File: config.mk
export PLATFORM = sky130hd
export DESIGN_NAME = cfg_retry_handler
export DESIGN_NICKNAME = d
export VERILOG_FILES = /design/src/rtl/cfgrt_pkg.sv /design/src/rtl/cfgrt_timer.sv /design/src/rtl/cfgrt_shaper.sv /design/src/rtl/cfgrt_ctrl.sv /design/src/rtl/cfg_retry_handler.sv
export SDC_FILE = /design/constraint.sdc
export NUM_CORES = 1
export LEC_CHECK = 0
export ABC_AREA = 1
export BUFFER_PORTS_ARGS = -buffer_cell sky130_fd_sc_hd__clkbuf_2
export CELL_PAD_IN_SITES_DETAIL_PLACEMENT = 0
export CELL_PAD_IN_SITES_GLOBAL_PLACEMENT = 1
export CORE_MARGIN = 5
export CORE_UTILIZATION = 34
export CTS_CLUSTER_DIAMETER = 80
export CTS_CLUSTER_SIZE = 10
export DETAILED_ROUTE_END_ITERATION = 8
export MAX_ROUTING_LAYER = met4
export PLACE_DENSITY = 0.79
export SYNTH_ARGS = -nofsm -noshare
export SYNTH_HDL_FRONTEND = slang
export SYNTH_HIERARCHICAL = 1
export SYNTH_SLANG_ARGS = --single-unit
File: constraint.sdc
create_clock -name clk -period 3.7 [get_ports clk]
set_input_delay 0.37 -clock clk [delete_from_list [all_inputs] [get_ports clk]]
set_output_delay 0.37 -clock clk [all_outputs]
set_load 0.01 [all_outputs]
File: src/rtl/cfgrt_pkg.sv
package cfgrt_pkg;

  localparam int DATA_W = 32;
  localparam int LANES  = DATA_W / 8;

  localparam logic [2:0] CPL_OK  = 3'd0;
  localparam logic [2:0] CPL_CRS = 3'd2;

  localparam logic [1:0] SZ_BYTE = 2'd0;
  localparam logic [1:0] SZ_HALF = 2'd1;

  localparam logic [DATA_W-1:0] VIS_WORD = 32'hFFFF_0001;

  typedef enum logic [2:0] {
    ST_IDLE  = 3'd0,
    ST_ISSUE = 3'd1,
    ST_WAIT  = 3'd2,
    ST_GAP   = 3'd3,
    ST_DONE  = 3'd4
  } cfgrt_state_e;

endpackage

File: src/rtl/cfgrt_timer.sv
module cfgrt_timer #(
  parameter int TICK_CYCLES = 50,
  parameter int GAP_CYCLES  = 50,
  parameter int WINDOW_US   = 500000
) (
  input  logic clk,
  input  logic rst_n,
  input  logic start_i,
  input  logic gap_start_i,
  output logic gap_done_o,
  output logic expired_o
);

  localparam int PRE_W = $clog2(TICK_CYCLES + 1);
  localparam int US_W  = $clog2(WINDOW_US + 1);
  localparam int GAP_W = $clog2(GAP_CYCLES + 1);

  logic [PRE_W-1:0] pre_q, pre_d;
  logic [US_W-1:0]  us_q, us_d;
  logic [GAP_W-1:0] gap_q, gap_d;
  logic             gap_busy_q, gap_busy_d;
  logic             tick;

  assign tick       = (pre_q == PRE_W'(TICK_CYCLES - 1));
  assign expired_o  = (us_q >= US_W'(WINDOW_US));
  assign gap_done_o = gap_busy_q && (gap_q == '0);

  always_comb begin
    pre_d = pre_q;
    us_d  = us_q;
    if (start_i) begin
      pre_d = '0;
      us_d  = '0;
    end else if (tick) begin
      pre_d = '0;
      if (!expired_o) us_d = us_q + US_W'(1);
    end else begin
      pre_d = pre_q + PRE_W'(1);
    end
  end

  always_comb begin
    gap_d      = gap_q;
    gap_busy_d = gap_busy_q;
    if (gap_start_i) begin
      gap_d      = GAP_W'(GAP_CYCLES - 1);
      gap_busy_d = 1'b1;
    end else if (gap_busy_q) begin
      if (gap_q == '0) gap_busy_d = 1'b0;
      else             gap_d      = gap_q - GAP_W'(1);
    end
  end

  always_ff @(posedge clk or negedge rst_n) begin
    if (!rst_n) begin
      pre_q      <= '0;
      us_q       <= '0;
      gap_q      <= '0;
      gap_busy_q <= 1'b0;
    end else begin
      pre_q      <= pre_d;
      us_q       <= us_d;
      gap_q      <= gap_d;
      gap_busy_q <= gap_busy_d;
    end
  end


  expiry_on_tick_chk: assert property (@(posedge clk) disable iff (!rst_n)
    $rose(expired_o) |-> (pre_q == '0))
    else $error("window expiry not aligned to a microsecond tick");

endmodule

File: src/rtl/cfgrt_shaper.sv
module cfgrt_shaper
  import cfgrt_pkg::*;
(
  input  logic [DATA_W-1:0] word_i,
  input  logic [1:0]        off_i,
  input  logic [1:0]        size_i,
  output logic [DATA_W-1:0] data_o
);

  logic [1:0] eff_off;
  logic [2:0] nbytes;

  always_comb begin
    case (size_i)
      SZ_BYTE: nbytes = 3'd1;
      SZ_HALF: nbytes = 3'd2;
      default: nbytes = 3'd4;
    endcase
    eff_off = (nbytes == 3'd4) ? 2'd0 : off_i;
  end

  for (genvar g = 0; g < LANES; g++) begin : g_lane
    logic [2:0] src;
    logic       lane_on;
    assign src     = {1'b0, eff_off} + 3'(g);
    assign lane_on = (src < 3'(LANES)) && (3'(g) < nbytes);
    always_comb begin
      if (lane_on) data_o[8*g +: 8] = word_i[8*src[1:0] +: 8];
      else         data_o[8*g +: 8] = 8'h00;
    end
  end

endmodule

File: src/rtl/cfgrt_ctrl.sv
module cfgrt_ctrl
  import cfgrt_pkg::*;
#(
  parameter int ADDR_W     = 12,
  parameter int GAP_CYCLES = 50
) (
  input  logic              clk,
  input  logic              rst_n,
  input  logic              cfg_sv_enable,
  input  logic              req_valid,
  output logic              req_ready,
  input  logic              req_write,
  input  logic [ADDR_W-1:0] req_addr,
  input  logic [1:0]        req_size,
  input  logic [DATA_W-1:0] req_wdata,
  output logic              rsp_done,
  output logic              rsp_err,
  output logic              rsp_crs,
  output logic [DATA_W-1:0] res_word,
  output logic [1:0]        res_off,
  output logic [1:0]        res_size,
  output logic              lnk_req_valid,
  input  logic              lnk_req_ready,
  output logic              lnk_req_write,
  output logic [ADDR_W-1:0] lnk_req_addr,
  output logic [1:0]        lnk_req_size,
  output logic [DATA_W-1:0] lnk_req_wdata,
  input  logic              lnk_cpl_valid,
  input  logic [2:0]        lnk_cpl_status,
  input  logic [DATA_W-1:0] lnk_cpl_data,
  output logic              timer_start,
  output logic              gap_start,
  input  logic              gap_done,
  input  logic              window_expired
);

  localparam int GAP_W = $clog2(GAP_CYCLES + 1);

  cfgrt_state_e      state_q, state_d;
  logic              capture;
  logic              wr_q, sv_q;
  logic [ADDR_W-1:0] addr_q;
  logic [1:0]        size_q;
  logic [DATA_W-1:0] wdata_q;
  logic [DATA_W-1:0] res_q, res_d;
  logic              err_q, err_d, crs_q, crs_d;
  logic              vid_hit;
  logic [GAP_W-1:0]  gap_seen_q;

  assign vid_hit       = (addr_q[ADDR_W-1:2] == '0);
  assign req_ready     = (state_q == ST_IDLE);
  assign lnk_req_valid = (state_q == ST_ISSUE);
  assign lnk_req_write = wr_q;
  assign lnk_req_addr  = addr_q;
  assign lnk_req_size  = size_q;
  assign lnk_req_wdata = wdata_q;
  assign rsp_done      = (state_q == ST_DONE);
  assign rsp_err       = err_q;
  assign rsp_crs       = crs_q;
  assign res_word      = res_q;
  assign res_off       = addr_q[1:0];
  assign res_size      = size_q;

  always_comb begin
    state_d     = state_q;
    capture     = 1'b0;
    timer_start = 1'b0;
    gap_start   = 1'b0;
    res_d       = res_q;
    err_d       = err_q;
    crs_d       = crs_q;
    case (state_q)
      ST_IDLE: begin
        if (req_valid) begin
          capture     = 1'b1;
          timer_start = 1'b1;
          err_d       = 1'b0;
          crs_d       = 1'b0;
          res_d       = '0;
          state_d     = ST_ISSUE;
        end
      end
      ST_ISSUE: begin
        if (lnk_req_ready) state_d = ST_WAIT;
      end
      ST_WAIT: begin
        if (lnk_cpl_valid) begin
          if (lnk_cpl_status == CPL_OK) begin
            res_d   = wr_q ? '0 : lnk_cpl_data;
            state_d = ST_DONE;
          end else if (lnk_cpl_status == CPL_CRS) begin
            if (!wr_q && sv_q && vid_hit) begin
              res_d   = VIS_WORD;
              state_d = ST_DONE;
            end else if (window_expired) begin
              res_d   = wr_q ? '0 : '1;
              err_d   = wr_q;
              crs_d   = 1'b1;
              state_d = ST_DONE;
            end else begin
              gap_start = 1'b1;
              state_d   = ST_GAP;
            end
          end else begin
            res_d   = wr_q ? '0 : '1;
            err_d   = 1'b1;
            state_d = ST_DONE;
          end
        end
      end
      ST_GAP: begin
        if (gap_done) state_d = ST_ISSUE;
      end
      ST_DONE: state_d = ST_IDLE;
      default: state_d = ST_IDLE;
    endcase
  end

  always_ff @(posedge clk or negedge rst_n) begin
    if (!rst_n) begin
      state_q <= ST_IDLE;
      res_q   <= '0;
      err_q   <= 1'b0;
      crs_q   <= 1'b0;
    end else begin
      state_q <= state_d;
      res_q   <= res_d;
      err_q   <= err_d;
      crs_q   <= crs_d;
    end
  end

  always_ff @(posedge clk or negedge rst_n) begin
    if (!rst_n) begin
      wr_q    <= 1'b0;
      sv_q    <= 1'b0;
      addr_q  <= '0;
      size_q  <= '0;
      wdata_q <= '0;
    end else if (capture) begin
      wr_q    <= req_write;
      sv_q    <= cfg_sv_enable;
      addr_q  <= req_addr;
      size_q  <= req_size;
      wdata_q <= req_wdata;
    end
  end

  always_ff @(posedge clk or negedge rst_n) begin
    if (!rst_n)                  gap_seen_q <= '0;
    else if (state_q != ST_GAP)  gap_seen_q <= '0;
    else                         gap_seen_q <= gap_seen_q + GAP_W'(1);
  end


  single_outstanding_chk: assert property (@(posedge clk) disable iff (!rst_n)
    (req_valid && req_ready) |=> !req_ready)
    else $error("second request accepted while busy");


  link_hold_chk: assert property (@(posedge clk) disable iff (!rst_n)
    (lnk_req_valid && !lnk_req_ready) |=>
      (lnk_req_valid && $stable(lnk_req_addr) && $stable(lnk_req_write)))
    else $error("link request changed while stalled");


  crs_report_chk: assert property (@(posedge clk) disable iff (!rst_n)
    (rsp_done && rsp_crs) |-> window_expired)
    else $error("retry indication before window expiry");


  gap_min_chk: assert property (@(posedge clk) disable iff (!rst_n)
    (state_q == ST_GAP && gap_done) |-> (gap_seen_q >= GAP_W'(GAP_CYCLES - 1)))
    else $error("reissue gap too short");


  err_status_chk: assert property (@(posedge clk) disable iff (!rst_n)
    (state_q == ST_WAIT && lnk_cpl_valid && lnk_cpl_status != CPL_OK &&
     lnk_cpl_status != CPL_CRS) |=> (rsp_done && rsp_err))
    else $error("error status not reported");


  synth_pattern_chk: assert property (@(posedge clk) disable iff (!rst_n)
    (state_q == ST_WAIT && lnk_cpl_valid && lnk_cpl_status == CPL_CRS &&
     !wr_q && sv_q && vid_hit) |=> (rsp_done && !rsp_crs && !rsp_err))
    else $error("visible retry not answered directly");


  done_pulse_chk: assert property (@(posedge clk) disable iff (!rst_n)
    rsp_done |=> !rsp_done)
    else $error("done longer than one cycle");

endmodule

File: src/rtl/cfg_retry_handler.sv
module cfg_retry_handler
  import cfgrt_pkg::*;
#(
  parameter int ADDR_W       = 12,
  parameter int CLK_FREQ_HZ  = 50_000_000,
  parameter int RETRY_GAP_US = 1,
  parameter int WINDOW_US    = 500_000
) (
  input  logic              clk,
  input  logic              rst_n,
  input  logic              cfg_sv_enable,
  input  logic              req_valid,
  output logic              req_ready,
  input  logic              req_write,
  input  logic [ADDR_W-1:0] req_addr,
  input  logic [1:0]        req_size,
  input  logic [31:0]       req_wdata,
  output logic              rsp_done,
  output logic [31:0]       rsp_data,
  output logic              rsp_err,
  output logic              rsp_crs,
  output logic              lnk_req_valid,
  input  logic              lnk_req_ready,
  output logic              lnk_req_write,
  output logic [ADDR_W-1:0] lnk_req_addr,
  output logic [1:0]        lnk_req_size,
  output logic [31:0]       lnk_req_wdata,
  input  logic              lnk_cpl_valid,
  input  logic [2:0]        lnk_cpl_status,
  input  logic [31:0]       lnk_cpl_data
);

  localparam int TICK_CYCLES = (CLK_FREQ_HZ / 1_000_000 < 1) ? 1 : CLK_FREQ_HZ / 1_000_000;
  localparam int GAP_CYCLES  = TICK_CYCLES * RETRY_GAP_US;

  logic [1:0]        rst_sync_q;
  logic              rst_n_int;
  logic              timer_start, gap_start, gap_done, window_expired;
  logic [DATA_W-1:0] res_word;
  logic [1:0]        res_off, res_size;

  always_ff @(posedge clk or negedge rst_n) begin
    if (!rst_n) rst_sync_q <= 2'b00;
    else        rst_sync_q <= {rst_sync_q[0], 1'b1};
  end
  assign rst_n_int = rst_sync_q[1];

  cfgrt_timer #(
    .TICK_CYCLES(TICK_CYCLES),
    .GAP_CYCLES (GAP_CYCLES),
    .WINDOW_US  (WINDOW_US)
  ) u_timer (
    .clk        (clk),
    .rst_n      (rst_n_int),
    .start_i    (timer_start),
    .gap_start_i(gap_start),
    .gap_done_o (gap_done),
    .expired_o  (window_expired)
  );

  cfgrt_ctrl #(
    .ADDR_W    (ADDR_W),
    .GAP_CYCLES(GAP_CYCLES)
  ) u_ctrl (
    .clk           (clk),
    .rst_n         (rst_n_int),
    .cfg_sv_enable (cfg_sv_enable),
    .req_valid     (req_valid),
    .req_ready     (req_ready),
    .req_write     (req_write),
    .req_addr      (req_addr),
    .req_size      (req_size),
    .req_wdata     (req_wdata),
    .rsp_done      (rsp_done),
    .rsp_err       (rsp_err),
    .rsp_crs       (rsp_crs),
    .res_word      (res_word),
    .res_off       (res_off),
    .res_size      (res_size),
    .lnk_req_valid (lnk_req_valid),
    .lnk_req_ready (lnk_req_ready),
    .lnk_req_write (lnk_req_write),
    .lnk_req_addr  (lnk_req_addr),
    .lnk_req_size  (lnk_req_size),
    .lnk_req_wdata (lnk_req_wdata),
    .lnk_cpl_valid (lnk_cpl_valid),
    .lnk_cpl_status(lnk_cpl_status),
    .lnk_cpl_data  (lnk_cpl_data),
    .timer_start   (timer_start),
    .gap_start     (gap_start),
    .gap_done      (gap_done),
    .window_expired(window_expired)
  );

  cfgrt_shaper u_shaper (
    .word_i(res_word),
    .off_i (res_off),
    .size_i(res_size),
    .data_o(rsp_data)
  );

endmodule

-- Word-level counts from Yosys, hierarchy flattened
Cells that the tools add are included.
- add/sub/neg operators: 6
- magnitude comparators: 9
- equality and inequality tests: 21
- shifts and indexed selects: 4
- muxes and demuxes: 56
- reductions and logical operators: 22
- operators by type and width (operator ; number):
    two-way mux 32 bit ; 8
    variable part select 32 x 6 -> 8 bit ; 4
    one-hot mux 32 bit (2 select lines) ; 1
    two-way mux 19 bit ; 3
    two-way mux 8 bit ; 4
    two-way mux 6 bit ; 5
    two-way mux 3 bit ; 8
    two-way mux 1 bit ; 22
    adder 19 x 1 -> 19 bit (second input constant) ; 1
    >= comparator 19 bit (second input constant) ; 1
    inequality test 2 bit (second input constant) ; 7
    one-hot mux 3 bit (4 select lines) ; 1
    zero test 10 bit ; 1
    equality test 3 x 2 -> 1 bit (second input constant) ; 3
    < comparator 3 bit (second input constant) ; 3
    AND reduction 4 bit ; 2
    logical AND 1 bit ; 7
    AND reduction 7 bit ; 1
    adder 2 x 2 -> 3 bit (second input constant) ; 2
    adder 6 x 1 -> 6 bit (second input constant) ; 1
    equality test 3 bit (second input constant) ; 2
    equality test 6 bit (second input constant) ; 1
    zero test 3 bit ; 2
    zero test 6 bit ; 1
    19 further kinds ; 27
- flip-flop bits (word level): 119
- input port bits: 88
- output and inout port bits: 84
- logic and storage cells: 132

-- Depth between registers and ports, before layout
- word-level depth: 10
- depth in mapped cells: 14
- gate-level depth less buffers: 13

-- Modules after synthesis
The synthesis kept the hierarchy.
- by module, submodules not included (module ; times used ; cells an instance ; area each (um2) ; seq. area each (um2)):
    cfgrt_ctrl ; 1 ; 449 ; 3693.5 ; 2127.0
    cfgrt_timer ; 1 ; 267 ; 1935.6 ; 800.8
    cfgrt_shaper ; 1 ; 220 ; 978.4 ; 0.0
    cfg_retry_handler ; 1 ; 3 ; 53.8 ; 50.0

-- Least setup slack after synthesis
Ideal clock, no wire load.
- kind: reg-to-output
- start point: reg u_ctrl.size_q[0] (netlist: u_ctrl/lnk_req_size[0])
- end point: out rsp_data[24]
- arrival time: 2.387 ns
- required time: 3.330 ns
- path slack: 0.943 ns
- cell stages (with the launch flop): 13
- path buffers: 3
- cell sequence: dfrtp_1 > buf_4 > or2_2 > ha_1 > inv_2 > nand2_2 > buf_2 > ha_1 > clkbuf_1 > inv_1 > nand3_1 > nand2_1 > nor2_1
- longest elaborated chain between the ends: 8
- elaborated cells on any way between the ends: 11
- those cells by class: add/sub: 1; order compare: 2; eq/ne: 2; shift: 1; mux: 3; reduce/logical: 2
- RTL lines (what ; RTL line ; text):
    start: declaration ; cfgrt_ctrl.sv:43 ; logic [1:0] size_q;
    start signal: assignment ; cfgrt_ctrl.sv:144 ; size_q <= req_size;
    equality test 2 x 1 -> 1 bit or zero test 2 bit (tied branches) ; cfgrt_shaper.sv:14 ; case (size_i)
    one-hot mux 3 bit (2 select lines) (*) ; cfgrt_shaper.sv:14 ;
    parallel branches: the longest is 5 deep, another holds adder 2 x 2 -> 3 bit ; n/a ;
    two-way mux 8 bit (*) ; cfgrt_shaper.sv:28 ; if (lane_on) data_o[8*g +: 8] = word_i[8*src[1:0] +: 8];
    end: declaration ; cfg_retry_handler.sv:19 ; output logic [31:0] rsp_data,
Mark *: on every way between the ends.

-- Final worst setup path
- start point: reg u_ctrl.size_q[0] (netlist: u_ctrl/lnk_req_size[0])
- end point: out rsp_data[26]
The elaborated chain is that of the path after synthesis.

==> metrics.md <==
| Metric | Value |
|---|---|
| GR Util met1 | `between 20% and 30%` |
| Htree depth | `4` |
| Slew @ Worst Pin | `around 0.88 ns` |
| Critical Path AT | `about 2.9 ns` |
| Hold Startpoint | `req_wdata[13]` |
| Synth cell types | `39` |
| Worst path bufs/invs | `3` |
| Die W | `around 150 µm` |
| Critical Path End Type | `primary output` |
| Crit path time final | `3.26 ns` |
| Grt peak-use layer | `met2` |
| Core box area | `between 0.015 and 0.02 mm²` |
| Nets | `about 1200` |
| DRC violations left | `0` |
| Worst-path clk slew | `about 0.060 ns` |
| R2R setup slack | `1.19 ns` |
| Via count | `roughly 6300` |
| Pin count of the biggest net entering global routing | `64` |
| Worst path required time | `about 3.3 ns` |
| Max Root-Sink Buffers | `2` |
| Total grt overflow | `0` |
| Synthesized cell area | `approximately 0.0067 mm²` |
| Yosys warnings | `6` |
| Clock Sinks | `about 120` |
| Critical Path Start Type | `flip-flop` |
| Synth top area share | `44.7%` |
| Seq/Total Area, Yosys | `around 45%` |
| Drt first pass iters | `5` |
| CTS tree | `done` |
| Initial Utilization | `between 30% and 40%` |
| Clk pwr share | `approximately 22%` |
| Final HPWL DP | `between 10 and 15 mm` |
| Crit path largest cell delay | `about 0.49 ns` |
| # rows | `approximately 50` |
| Worst Hold Depth | `3` |
| Post-synth net total | `1035` |
| Power Internal | `between 0.004 and 0.005 W` |
| Sw frac | `roughly 45%` |
| Critical Path Most Common Cell | `ha_1` |
| Crit Reg-Reg Startpoint | `u_timer/us_q[5]` |
| Leakage | `about 4.5 nW` |
| Critical path class | `flip-flop to primary output` |
| Die Ht | `~150 µm` |
| Most frequent cells in the layout | `nand2_1, clkbuf_2, dfrtp_1` |
| Crit path max-delay cell type | `ha_1` |
| Worst Setup SP | `u_ctrl/lnk_req_size[0]` |
| RSZ-0062 raised after global routing | `no` |
| Worst Hold Class | `input pin to flip-flop` |
| Peak VDD IR | `~0.34 mV` |
| Comb pwr share | `48.1%` |
| First-pass GRT wire length | `between 30 and 40 mm` |
| Global routing usage on met2 | `27.4%` |
| Proportion of layout cells with a drive suffix above 1 | `roughly a fifth` |
| Yosys reg bits | `about 120` |
| Vias per cell | `4.60` |
| Worst Skew | `~0.010 ns` |
| Crit Reg-Reg Endpoint | `u_timer/gap_q[4]` |
| Worst R2R Path Depth | `13` |
| Wire per inst | `around 14 µm` |
| Synth area leader | `dfrtp_1` |
| CTS Root Cell | `clkbuf_16` |
| Power share of the sequential group | `29.8%` |
| Worst hold margin | `0.148 ns` |
| Crit-path cells | `or2_2, ha_1, inv_2, nand2_2, ha_1, inv_1, nand3_1, a21oi_1, clkbuf_2` |
| Cell Pwr Density | `912 mW/mm²` |
| Endpoints failing hold | `0` |
| I/O pin cnt | `roughly 170` |
| Total Die Area | `0.0225 mm²` |
| ANT nets after route | `0` |
| Fmax | `between 300 and 400 MHz` |
| Final worst-path cycle share | `approximately 88%` |
| Max-slew violation count | `0` |
| Initial antenna violation count | `1` |
| Final GP Congestion | `0.898` |
| Worst rel slew slack | `a little over 40%` |
| Initial drt markers | `~370` |
| Critical Path Fanout Max | `11` |
| Worst-Skew Late Latency | `approximately 0.41 ns` |
| CP top delay family | `adder cells` |
| Met3 usage | `around 4.8%` |
| WHS Endpoint | `u_ctrl/lnk_req_wdata[13]` |
| # port buffers | `~170` |
| Net load switching power | `between 0.003 and 0.004 W` |
| Area Overhead vs Synth | `24.5%` |
| Total track usage | `roughly 18%` |
| Final setup vio count | `0` |
| Max-Cap Viols | `0` |
| Final setup TNS | `0 ns` |
| Status | `completed` |
| Most common cell after layout, fill and taps aside | `nand2_1` |
| Cells after Synth | `between 900 and 1000` |
| CTS buffer count | `17` |
| Routed WL | `between 15 and 20 mm` |
| Largest cells by area after synthesis | `dfrtp_1, nand2_1, nor2_1` |
| Mean Syn Cell Area | `7.09 µm²` |
| Number of global-route vias before repair | `between 6000 and 7000` |
## worst reg2reg max path: cells and delay by family (launching register included)
kind            cells  cell delay (ns)
buf+inv             2             0.31
flops               1             0.42
simple gates        9             1.35
compound gates      2             0.33
## state kept, by name (all words and copies together) (netlist names), 3 cells and up
register	flops
u_timer/pre_q	6
u_timer/gap_q	6
u_ctrl/lnk_req_wdata	32
u_ctrl/state_q	3
u_ctrl/lnk_req_addr	12
u_ctrl/res_word	32
u_timer/us_q	19
## stage by stage
step	instance area, µm²	total power [W]	instances	setup slack [ns]	util [%]
floorplan	6660	0.00473	939	0.139	-
global placement	7680	0.00590	1340	0.933	39.6
detailed placement	7680	0.00592	1340	0.874	39.6
CTS	8290	0.00763	1373	0.423	42.7
global route	8290	0.00823	1374	0.211	42.8
finish	8290	0.00756	1374	0.436	42.8
## power groups by stage
| stage | Sequential, W | Clock (W) | Combinational (W) |
|---|---|---|---|
| finish | 0.00225 | 0.00167 | 0.00364 |
| global route | 0.00233 | 0.00177 | 0.00413 |
| detailed placement | 0.00227 | 0 | 0.00365 |
| floorplan | 0.00227 | 0 | 0.00246 |
| global placement | 0.00226 | 0 | 0.00364 |
| CTS | 0.00226 | 0.00171 | 0.00366 |
## per-layer routing
metal  wire [µm]  up-vias
met5           0        -
li1            -     3252
met1        8780     2876
met4         142        0
met2        8760      176
met3        1250       14
## synthesized netlist by cell type, drive strengths merged
cell type  number
xor2            8
o21a            1
o21bai          2
o21ai          84
o211ai          1
a21oi           7
nor3b           3
inv            72
nand4           6
mux2i           6
conb            1
a21o            1
o22ai           2
dfrtp         119
nor4            1
ha              8
clkinv          1
nand3          61
nand2         404
or2             2
nor3            8
xnor2           1
nand3b          4
nor2           93
buf            34
and2            1
clkbuf          8
## cell families after synthesis
logic type               Yosys count  synth area share, %
adder cells (fa/ha/maj)            8                 1.50
buffers and inverters            115                 7.78
other                              1               0.0563
AND/OR/NAND/NOR                  583                 36.1
XOR/XNOR                           9                 1.18
AO/OA/AOI/OAI                     98                 7.76
flip-flops                       119                 44.7
multiplexers                       6                0.902
## how the worst max path moves through the flow
stage,cells after the start,endpoint
2_1_floorplan,0,u_ctrl/lnk_req_addr[0]
3_3_place_gp,9,rsp_data[26]
3_5_place_dp,9,rsp_data[26]
4_1_cts,9,rsp_data[26]
5_1_grt,10,rsp_data[27]
6_report,9,rsp_data[26]
## layout make-up
class / count / area, µm²
Inverter: 73 / 274
Clock inverter: 9 / 116
Fill cell: 2096 / 11100
Multi-Input combinational cell: 705 / 3170
Antenna cell: 1 / 2.50
Clock buffer: 23 / 488
Sequential cell: 119 / 2980
Timing Repair Buffer: 179 / 931
Tap cell: 265 / 332
## repair_timing
| item | in CTS | in global routing |
|---|---|---|
| resized for setup | 0 | 0 |
| hold endpoints to repair | 2 | 0 |
| hold buffers | 1 | 0 |
| buffers inserted | 0 | 0 |
Note: power is estimated with default switching activity, not from simulation.
